[src/rtl/wsgs_pkg.sv]
package wsgs_pkg;
  // index width that stays legal for a single-entry range
  function automatic int idx_w(input int n);
    return (n > 1) ? $clog2(n) : 1;
  endfunction

  // credit counter width able to hold a full frame's worth
  function automatic int cred_w(input int f);
    return $clog2(f + 1);
  endfunction
endpackage

[src/rtl/wsgs_restab.sv]
module wsgs_restab
  import wsgs_pkg::*;
#(
  parameter int N  = 4,
  parameter int CW = 5,
  parameter int IW = 2
) (
  input  logic              clk,
  input  logic              wr_en,
  input  logic [IW-1:0]     wr_row,
  input  logic [IW-1:0]     wr_col,
  input  logic [CW-1:0]     wr_val,
  output logic [N*N*CW-1:0] rows_flat
);
  logic [CW-1:0] tab_q [N][N];
  logic          wr_hit;

  assign wr_hit = wr_en && (int'(wr_row) < N) && (int'(wr_col) < N);

  // table is deliberately not reset: it is loaded while reset is held
  always_ff @(posedge clk) begin
    if (wr_hit) tab_q[wr_row][wr_col] <= wr_val;
  end

  always_comb begin
    for (int r = 0; r < N; r++)
      for (int c = 0; c < N; c++)
        rows_flat[(r*N + c)*CW +: CW] = tab_q[r][c];
  end
endmodule

[src/rtl/wsgs_stage.sv]
module wsgs_stage
  import wsgs_pkg::*;
#(
  parameter int N  = 4,
  parameter int CW = 5,
  parameter int IW = 2
) (
  input  logic            clk,
  input  logic            rst_n,
  input  logic            in_live,
  input  logic            in_fresh,
  input  logic [N-1:0]    in_free,
  input  logic [N-1:0]    occ_row,
  input  logic [N*CW-1:0] res_row,
  output logic            out_live,
  output logic            out_fresh,
  output logic [N-1:0]    out_free,
  output logic            pick_valid,
  output logic [IW-1:0]   pick_port
);
  logic [CW-1:0] cnt_q [N];
  logic [CW-1:0] eff   [N];
  logic [N-1:0]  elig;
  logic [N-1:0]  take_vec;
  logic          any_elig;
  logic [IW-1:0] sel;

  function automatic logic [IW-1:0] lowest_idx(input logic [N-1:0] m);
    logic [IW-1:0] r;
    r = '0;
    for (int j = N - 1; j >= 0; j--)
      if (m[j]) r = IW'(j);
    return r;
  endfunction

  function automatic logic [N-1:0] to_onehot(input logic en, input logic [IW-1:0] ix);
    logic [N-1:0] v;
    v = '0;
    for (int j = 0; j < N; j++)
      if (en && int'(ix) == j) v[j] = 1'b1;
    return v;
  endfunction

  // credit seen by this slot: reloaded value on a frame's first slot
  always_comb begin
    for (int j = 0; j < N; j++) begin
      eff[j]  = in_fresh ? res_row[j*CW +: CW] : cnt_q[j];
      elig[j] = in_free[j] & occ_row[j] & (eff[j] != '0);
    end
  end

  assign any_elig = |elig;
  assign sel      = lowest_idx(elig);
  assign take_vec = to_onehot(any_elig, sel);

  always_ff @(posedge clk) begin
    if (!rst_n) begin
      for (int j = 0; j < N; j++) cnt_q[j] <= '0;
      out_live   <= 1'b0;
      out_fresh  <= 1'b0;
      out_free   <= '0;
      pick_valid <= 1'b0;
      pick_port  <= '0;
    end else begin
      if (in_live)
        for (int j = 0; j < N; j++) cnt_q[j] <= eff[j] - CW'(take_vec[j]);
      out_live   <= in_live;
      out_fresh  <= in_live & in_fresh;
      out_free   <= in_free & ~take_vec;
      pick_valid <= in_live & any_elig;
      pick_port  <= sel;
    end
  end

  a_r4_take_is_free: assert property (@(posedge clk) disable iff (!rst_n)
    (in_live && any_elig) |-> ((take_vec & ~in_free) == '0))
    else $error("R4 output taken that an earlier input already holds");

  a_r4_take_has_cell: assert property (@(posedge clk) disable iff (!rst_n)
    (in_live && any_elig) |-> ((take_vec & ~occ_row) == '0))
    else $error("R4 output taken without a queued cell");

  generate
    for (genvar g = 0; g < N; g++) begin : g_cred_chk
      a_r6_floor: assert property (@(posedge clk) disable iff (!rst_n)
        (in_live && !in_fresh && cnt_q[g] == '0) |=> (cnt_q[g] == '0))
        else $error("R6 credit left zero without a reload");

      a_r6_step: assert property (@(posedge clk) disable iff (!rst_n)
        (in_live && take_vec[g]) |=> (cnt_q[g] == $past(eff[g]) - CW'(1)))
        else $error("R6 credit did not drop by one on a grant");
    end
  endgenerate
endmodule

[src/rtl/wsgs_skew.sv]
module wsgs_skew #(
  parameter int W     = 3,
  parameter int DEPTH = 1
) (
  input  logic         clk,
  input  logic         rst_n,
  input  logic [W-1:0] din,
  output logic [W-1:0] dout
);
  generate
    if (DEPTH == 0) begin : g_pass
      assign dout = din;
    end else begin : g_pipe
      logic [W-1:0] sr_q [DEPTH];
      always_ff @(posedge clk) begin
        if (!rst_n) begin
          for (int d = 0; d < DEPTH; d++) sr_q[d] <= '0;
        end else begin
          sr_q[0] <= din;
          for (int d = 1; d < DEPTH; d++) sr_q[d] <= sr_q[d-1];
        end
      end
      assign dout = sr_q[DEPTH-1];
    end
  endgenerate
endmodule

[src/rtl/wsgs_sched.sv]
module wsgs_sched
  import wsgs_pkg::*;
#(
  parameter int  N  = 4,
  parameter int  F  = 16,
  localparam int CW = cred_w(F),
  localparam int IW = idx_w(N)
) (
  input  logic            clk,
  input  logic            rst_n,
  input  logic [N*N-1:0]  occ,
  input  logic            tab_we,
  input  logic [IW-1:0]   tab_row,
  input  logic [IW-1:0]   tab_col,
  input  logic [CW-1:0]   tab_val,
  output logic            sched_valid,
  output logic            sched_frame_first,
  output logic [N-1:0]    match_valid,
  output logic [N*IW-1:0] match_port
);
  localparam int FW   = idx_w(F);
  localparam int FILL = N + 1;
  localparam int LW   = $clog2(FILL + 1);

  logic              live_q;
  logic [FW-1:0]     slot_q;
  logic              entry_fresh;
  logic [N*N*CW-1:0] tab_rows;

  logic [N:0]        lv;
  logic [N:0]        fr;
  logic [N-1:0]      fm [N+1];

  // slot source: a new slot enters stage 0 on every cycle after reset
  always_ff @(posedge clk) begin
    if (!rst_n) begin
      live_q <= 1'b0;
      slot_q <= '0;
    end else begin
      live_q <= 1'b1;
      if (live_q) slot_q <= (slot_q == FW'(F - 1)) ? '0 : slot_q + FW'(1);
    end
  end

  assign entry_fresh = (slot_q == '0);
  assign lv[0] = live_q;
  assign fr[0] = entry_fresh;
  assign fm[0] = '1;

  wsgs_restab #(.N(N), .CW(CW), .IW(IW)) u_tab (
    .clk      (clk),
    .wr_en    (tab_we),
    .wr_row   (tab_row),
    .wr_col   (tab_col),
    .wr_val   (tab_val),
    .rows_flat(tab_rows)
  );

  generate
    for (genvar i = 0; i < N; i++) begin : g_in
      logic          pv;
      logic [IW-1:0] pp;
      logic [IW:0]   aligned;

      wsgs_stage #(.N(N), .CW(CW), .IW(IW)) u_stage (
        .clk       (clk),
        .rst_n     (rst_n),
        .in_live   (lv[i]),
        .in_fresh  (fr[i]),
        .in_free   (fm[i]),
        .occ_row   (occ[i*N +: N]),
        .res_row   (tab_rows[i*N*CW +: N*CW]),
        .out_live  (lv[i+1]),
        .out_fresh (fr[i+1]),
        .out_free  (fm[i+1]),
        .pick_valid(pv),
        .pick_port (pp)
      );

      // early stages wait so that all inputs of one slot leave together
      wsgs_skew #(.W(IW + 1), .DEPTH(N - 1 - i)) u_skew (
        .clk  (clk),
        .rst_n(rst_n),
        .din  ({pv, pp}),
        .dout (aligned)
      );

      assign match_valid[i]           = aligned[IW];
      assign match_port[i*IW +: IW]   = aligned[IW-1:0];
    end
  endgenerate

  assign sched_valid       = lv[N];
  assign sched_frame_first = fr[N];

  // checker-side fill counter for the latency property
  logic [LW-1:0] fill_q;
  always_ff @(posedge clk) begin
    if (!rst_n)                  fill_q <= '0;
    else if (fill_q != LW'(FILL)) fill_q <= fill_q + LW'(1);
  end

  a_r1_fill_latency: assert property (@(posedge clk) disable iff (!rst_n)
    sched_valid == (fill_q == LW'(FILL)))
    else $error("R1 schedule timing does not match pipeline depth");

  a_r1_quiet_match: assert property (@(posedge clk) disable iff (!rst_n)
    !sched_valid |-> (match_valid == '0))
    else $error("R1 match flagged outside a schedule");

  always @(posedge clk) begin
    if (rst_n && sched_valid) begin
      for (int a = 0; a < N; a++)
        for (int b = a + 1; b < N; b++)
          a_r9_distinct: assert (!(match_valid[a] && match_valid[b] &&
                                   match_port[a*IW +: IW] == match_port[b*IW +: IW]))
            else $error("R9 two inputs share output in one slot");
    end
  end
endmodule

[config.mk]
export PLATFORM = sky130hd
export DESIGN_NAME = wsgs_sched
export DESIGN_NICKNAME = d
export VERILOG_FILES = /design/src/rtl/wsgs_pkg.sv /design/src/rtl/wsgs_restab.sv /design/src/rtl/wsgs_stage.sv /design/src/rtl/wsgs_skew.sv /design/src/rtl/wsgs_sched.sv
export SDC_FILE = /design/constraint.sdc
export NUM_CORES = 1
export LEC_CHECK = 0
export ABC_CLOCK_PERIOD_IN_PS = 3680
export CAP_MARGIN = 20
export CORE_UTILIZATION = 55
export DETAILED_ROUTE_END_ITERATION = 8
export PLACE_DENSITY = 0.73
export SLEW_MARGIN = 10
export SYNTH_ARGS = -nofsm -noshare
export SYNTH_HDL_FRONTEND = slang
export SYNTH_SLANG_ARGS = --single-unit
export TNS_END_PERCENT = 10
[constraint.sdc]
create_clock -name clk -period 3.68 [get_ports clk]
set_input_delay 0.736 -clock clk [delete_from_list [all_inputs] [get_ports clk]]
set_output_delay 0.736 -clock clk [all_outputs]
set_load 0.02 [all_outputs]
### Word level (Yosys, flattened, before mapping)

Memories as Yosys holds them, arrays and structs flattened.
Cells that the tools add are included.

| storage, ports and cells | value |
|---|---|
| input bits | 28 |
| output and inout port bits | 14 |
| logic and storage cells | 257 |
| RAM bits | 178 |
| flip-flop bits (word level) | 37 |
| memories | 8 |

| operators by class | value |
|---|---|
| muxes and demuxes | 90 |
| eq/ne operators | 13 |
| magnitude comparators | 2 |
| reductions and logical operators | 43 |
| bitwise logic cells | 63 |
| $add $sub $neg | 17 |

Memories:

| memory | depth | bits a word | read ports | clocked after Yosys merged registers in | wr ports | line | text |
|---|---|---|---|---|---|---|---|
| u_tab.tab_q | 4 | 20 | 4 | 0 | 1 | wsgs_restab.sv:15 | `logic [CW-1:0] tab_q [N][N];` |
| g_in[0].u_stage.cnt_q | 4 | 5 | 4 | 0 | 4 | wsgs_stage.sv:21 | `logic [CW-1:0] cnt_q [N];` |
| g_in[1].u_stage.cnt_q | 4 | 5 | 4 | 0 | 4 | wsgs_stage.sv:21 |  |
| g_in[2].u_stage.cnt_q | 4 | 5 | 4 | 0 | 4 | wsgs_stage.sv:21 |  |
| g_in[3].u_stage.cnt_q | 4 | 5 | 4 | 0 | 4 | wsgs_stage.sv:21 |  |
| g_in[0].u_skew.g_pipe.sr_q | 3 | 3 | 3 | 0 | 3 | wsgs_skew.sv:14 | `logic [W-1:0] sr_q [DEPTH];` |
| +2 memories | -- | -- | -- | -- | -- | -- |  |

Operators with widths:

| cell | count |
|---|---|
| 2-to-1 mux 5 bit | 33 |
| nonzero test 5 bit | 16 |
| subtractor 5 x 1 -> 5 bit | 16 |
| AND 1 bit | 36 |
| 2-to-1 mux 1 bit | 32 |
| 2-to-1 mux 2 bit | 16 |
| OR 1 bit | 21 |
| 2-to-1 mux 20 bit | 1 |
| 2-to-1 mux 3 bit | 6 |
| logical AND 1 bit | 17 |
| equality test 2 bit, second input constant | 8 |
| OR reduction 4 bit | 4 |
| NOT 4 bit | 3 |
| demux 5 bit (select 2 bit) | 1 |
| AND 4 bit | 2 |
| equality test 2 x 1 -> 1 bit, second input constant | 4 |
| zero test 2 bit | 4 |
| adder 4 x 1 -> 4 bit, second input constant | 1 |
| equality test 4 bit, second input constant | 1 |
| zero test 4 bit | 1 |
| 2-to-1 mux 4 bit | 1 |
| >= comparator 3 bit, second input constant | 1 |
| less-than comparator 3 x 1 -> 1 bit, second input constant | 1 |
| NOT 2 -> 3 bit | 1 |
| OR reduction 3 bit | 1 |

### Logic depth before layout (Yosys ltp)

| depth | value |
|---|---|
| depth in word-level cells | 13 |
| mapped depth | 12 |
| depth with buffers taken out | 11 |

### Modules after synthesis

A second synthesis with hierarchy kept.

| unflattened totals | value |
|---|---|
| cells, all modules | 798 |
| area total of the unflattened synthesis | 10226.1 um^2 |

By module, submodules not included:

| module | times used | area an instance (um^2) | cells each | sequential area each (um^2) |
|---|---|---|---|---|
| wsgs_stage (g_in[0].u_stage ...) | 3 | 1722.9 | 155 | 780.7 |
| wsgs_restab | 1 | 2548.7 | 107 | 2402.3 |
| wsgs_stage (g_in[3].u_stage) | 1 | 1735.4 | 156 | 780.7 |
| wsgs_skew (g_in[0].u_skew) | 1 | 259.0 | 21 | 180.2 |
| wsgs_sched | 1 | 232.7 | 25 | 100.1 |
| wsgs_skew (g_in[1].u_skew) | 1 | 180.2 | 15 | 120.1 |
| wsgs_skew (g_in[2].u_skew) | 1 | 78.8 | 6 | 60.1 |
| wsgs_skew (g_in[3].u_skew) | 1 | 22.5 | 3 | 0.0 |

### Worst setup path after synthesis

OpenSTA, ideal clock, no wires.

| path | value |
|---|---|
| path kind | reg2reg |
| from | reg slot_q[0] |
| to | mem g_in[0].u_stage.cnt_q[3][4] (netlist: g_in[0].u_stage.cnt_q[0][19]), data pin |
| arrival | 2290 ps |
| period minus slack after synthesis | 2556 ps |
| buffers on the path | 1 |
| library setup time | 266 ps |
| data required time | 3414 ps |
| setup slack | 1124 ps |
| cell stages (with the launch flop) | 13 |
| cell sequence | dfxtp_1 inv_1 ha_1 or3b_1 buf_6 o31ai_4 nor2_2 nor4_4 ha_1 ha_1 o21ai_0 xnor2_1 nor2_1 |

RTL lines:

| what | line | text |
|---|---|---|
| from (decl) | wsgs_sched.sv:26 | `logic [FW-1:0] slot_q;` |
| from (signal assigned) | wsgs_sched.sv:41 | `if (live_q) slot_q <= (slot_q == FW'(F - 1)) ? '0 : slot_q + FW'(1);` |
| to (decl) | wsgs_stage.sv:21 |  |

==> results.cfg <==
[clocking]
cts_root_buf = clkbuf_16
cts_tree = built
clock_sinks = 215
cts_max_level = 1
worstSkewPairLatency_ps = 490
post_cts_resized = 0
cts_made_buffers = 23
ctsHoldBuffers = 0
cts_setup_buffers = 0
clk_pin_slew_worst_paths_ps = 60
clk_path_buf_depth = 3

[hold_path]
hp-class = register to register

[timing]
tightest_slew_ps = 1110
final_period_minus_worst_setup_slack_ps = 2960
setup_viol = 0
final.setup.tns_ps = 0
relSlewSlack_pct = 25.7
fmax_ghz = 0.338
grt_setup_unrepaired = no
hold_ws_ps = 435
skew_ps = 10.1
timing.final.hold_violations = 0
slew_viol_final = 0
fin_crit_sh_pct = 80.4

[placed_design]
port_buffers = 41
post-dp-hpwl_mm = 13.5
gp_congestion = 0.853

[critical_path]
end_kind = register
arrival_ps = 3170
cp.required_ps = 3890
r2r_cells = 12
cp-startpoint = slot_q[0]
path_max_fanout = 17
r2r-start = slot_q[0]
crit-reg2reg-capture = g_in[0].u_stage.cnt_q[0][19]
ff2ff_setup_slack_ps = 720
endpoint = g_in[0].u_stage.cnt_q[0][19]
startpoint_type = register
worstSetupPathType = register to register

[synth]
syn-num-nets = 859
netlist_instances = 797
synth_async_sr_flop_share_pct = 0
yosysWarnings = 0
netlist_area_um2 = 9830
ys_seq_area_share_pct = 60.1
ys.flop_type = edfxtp_1
syn_area_per_cell_um2 = 12.3
synth_edf_count = 160
ys_seq_elements = 215
ys_types = 42

[run]
drv_cap = 0

[drt]
drt_iter0_drc = 443
drc_errors = 0
ant_nets = 0
wl_mm = 20.3
dr_total_vias = 6223
first_pass_iters = 5
via_per_inst = 5.76
post_drt_wl_per_cell_um = 18.8

[pwr]
pwr-share-seq_pct = 51.0
p_clk_share_pct = 40.7
power_switching_share_pct = 22.4
ir_worst_vdd_mv = 0.475
p_leak_nw = 4.06
p_int_w = 0.00424
p_switching_w = 0.00122
fin_total_pwr_w = 0.00546
p_comb_share_pct = 8.3
p_per_area_nw_per_um2 = 489

[final_layout]
final_nets = 902
antenna_cells = 0
syn2layout_area_growth_pct = 13.7
mostFrequentLayoutCells = edfxtp_1 (160), nor2_1 (134), mux2i_1 (81)
drive_gt1_share_pct = 7.71
final_common_cell = edfxtp_1

[die]
die_w_um = 136
pin_count = 42
start_util_pct = 56.6
coreArea_um2 = 17400
die_y_um = 136
num_rows = 48
dieArea_um2 = 18400

[global_route]
grt_pass1_vias = 6299
grtUsageTotal_pct = 23.1
antenna_found_initial = 0
grt_pass1_wl_mm = 32.4
grt_max_degree = 36
gr-total-overflow = 0

[run_status]
status = complete, no violations
## worst min path at each step
stage                                       end  cells after the start                              from
3_3_place_gp   g_in[0].u_skew.g_pipe.sr_q[0][0]                      1      g_in[0].u_stage.pick_port[0]
6_report       g_in[0].u_skew.g_pipe.sr_q[0][0]                      1      g_in[0].u_stage.pick_port[0]
3_5_place_dp   g_in[0].u_skew.g_pipe.sr_q[0][2]                      1        g_in[0].u_stage.pick_valid
2_1_floorplan       g_in[1].u_stage.out_free[1]                      2       g_in[0].u_stage.out_free[1]
4_1_cts        g_in[0].u_skew.g_pipe.sr_q[0][5]                      1  g_in[0].u_skew.g_pipe.sr_q[0][2]
5_1_grt        g_in[0].u_skew.g_pipe.sr_q[0][2]                      1        g_in[0].u_stage.pick_valid
## area by class of cell
type | count | area, um2
Clock inverter | 8 | 41.3
Inverter | 9 | 33.8
Clock buffer | 33 | 706
Multi-Input combinational cell | 534 | 3670
Timing Repair Buffer | 57 | 531
Tap cell | 225 | 282
Fill cell | 1291 | 6180
Sequential cell | 215 | 5910
## worst max-delay path, stage by stage, from the launching register on
cell     delay, ps
dfxtp_1        340
inv_1          110
ha_1           170
or3b_1         360
buf_4          230
o31ai_4        260
nor2_2         130
nor4_4         350
ha_1           210
ha_1           180
o21ai_0        110
xnor2_1        160
nor2_1          50
## registers in the layout, summed over array words and instances (netlist names)
register and flops:
g_in.u_skew.g_pipe.sr_q 18, g_in.u_stage.cnt_q 80, g_in.u_stage.out_free 12, g_in.u_stage.out_fresh 4, g_in.u_stage.out_live 4, g_in.u_stage.pick_port 8
g_in.u_stage.pick_valid 4, live_q 1, slot_q 4, u_tab.tab_q 80
## stage by stage
stage / area, um2 / utilization (%) / instances / setup WS (ps)
CTS: 11200 / 64.4 / 1081 / 732
global route: 11200 / 64.4 / 1081 / 415
floorplan: 9830 / - / 797 / 1120
detailed placement: 10400 / 60.1 / 1040 / 747
global placement: 10400 / 60.1 / 1040 / 796
finish: 11200 / 64.4 / 1081 / 722
## Yosys cell counts (15+ instances only)
master,n,share of area (%)
mux2i_1,81,8.2
xnor2_1,32,2.9
dfxtp_1,55,11
nand2b_1,22,1.4
edfxtp_1,160,49
a21oi_1,15,0.76
and2_1,20,1.3
ha_1,34,4.3
nor3_1,48,2.4
buf_2,15,0.76
nor2_1,134,5.1
xor2_1,17,1.5
o21ai_0,20,1.0
## metal layers
layer  GRT usage, %  vias up  routed length, um  part of all wire [%]
li1               -     2986                  -                     -
met1           30.2     3037               8990                    44
met2           39.9      164               9960                    49
met3           2.99       36                889                   4.4
met4           7.12        0                454                   2.2
met5              0        -                  0                     0
## logic make-up (layout without fill, tap and decap cells)
logic type / Yosys count / after routing / synth area share, %
AND/OR/NAND/NOR: 308 / 308 / 16.1
adder cells (fa/ha/maj): 34 / 34 / 4.33
AO/OA/AOI/OAI: 62 / 62 / 4.29
multiplexers: 81 / 81 / 8.25
XOR/XNOR: 49 / 49 / 4.37
flip-flops: 215 / 215 / 60.1
buffers and inverters: 48 / 107 / 2.60
## power by group through the flow
stage	combinational (W)	clock, W	sequential, W
2_1_floorplan	0.000324	0	0.00280
3_3_place_gp	0.000438	0	0.00283
3_5_place_dp	0.000452	0	0.00284
4_1_cts	0.000457	0.00225	0.00279
5_1_grt	0.000504	0.00235	0.00280
6_report	0.000454	0.00222	0.00279
Note: power is estimated with default switching activity, not from simulation.
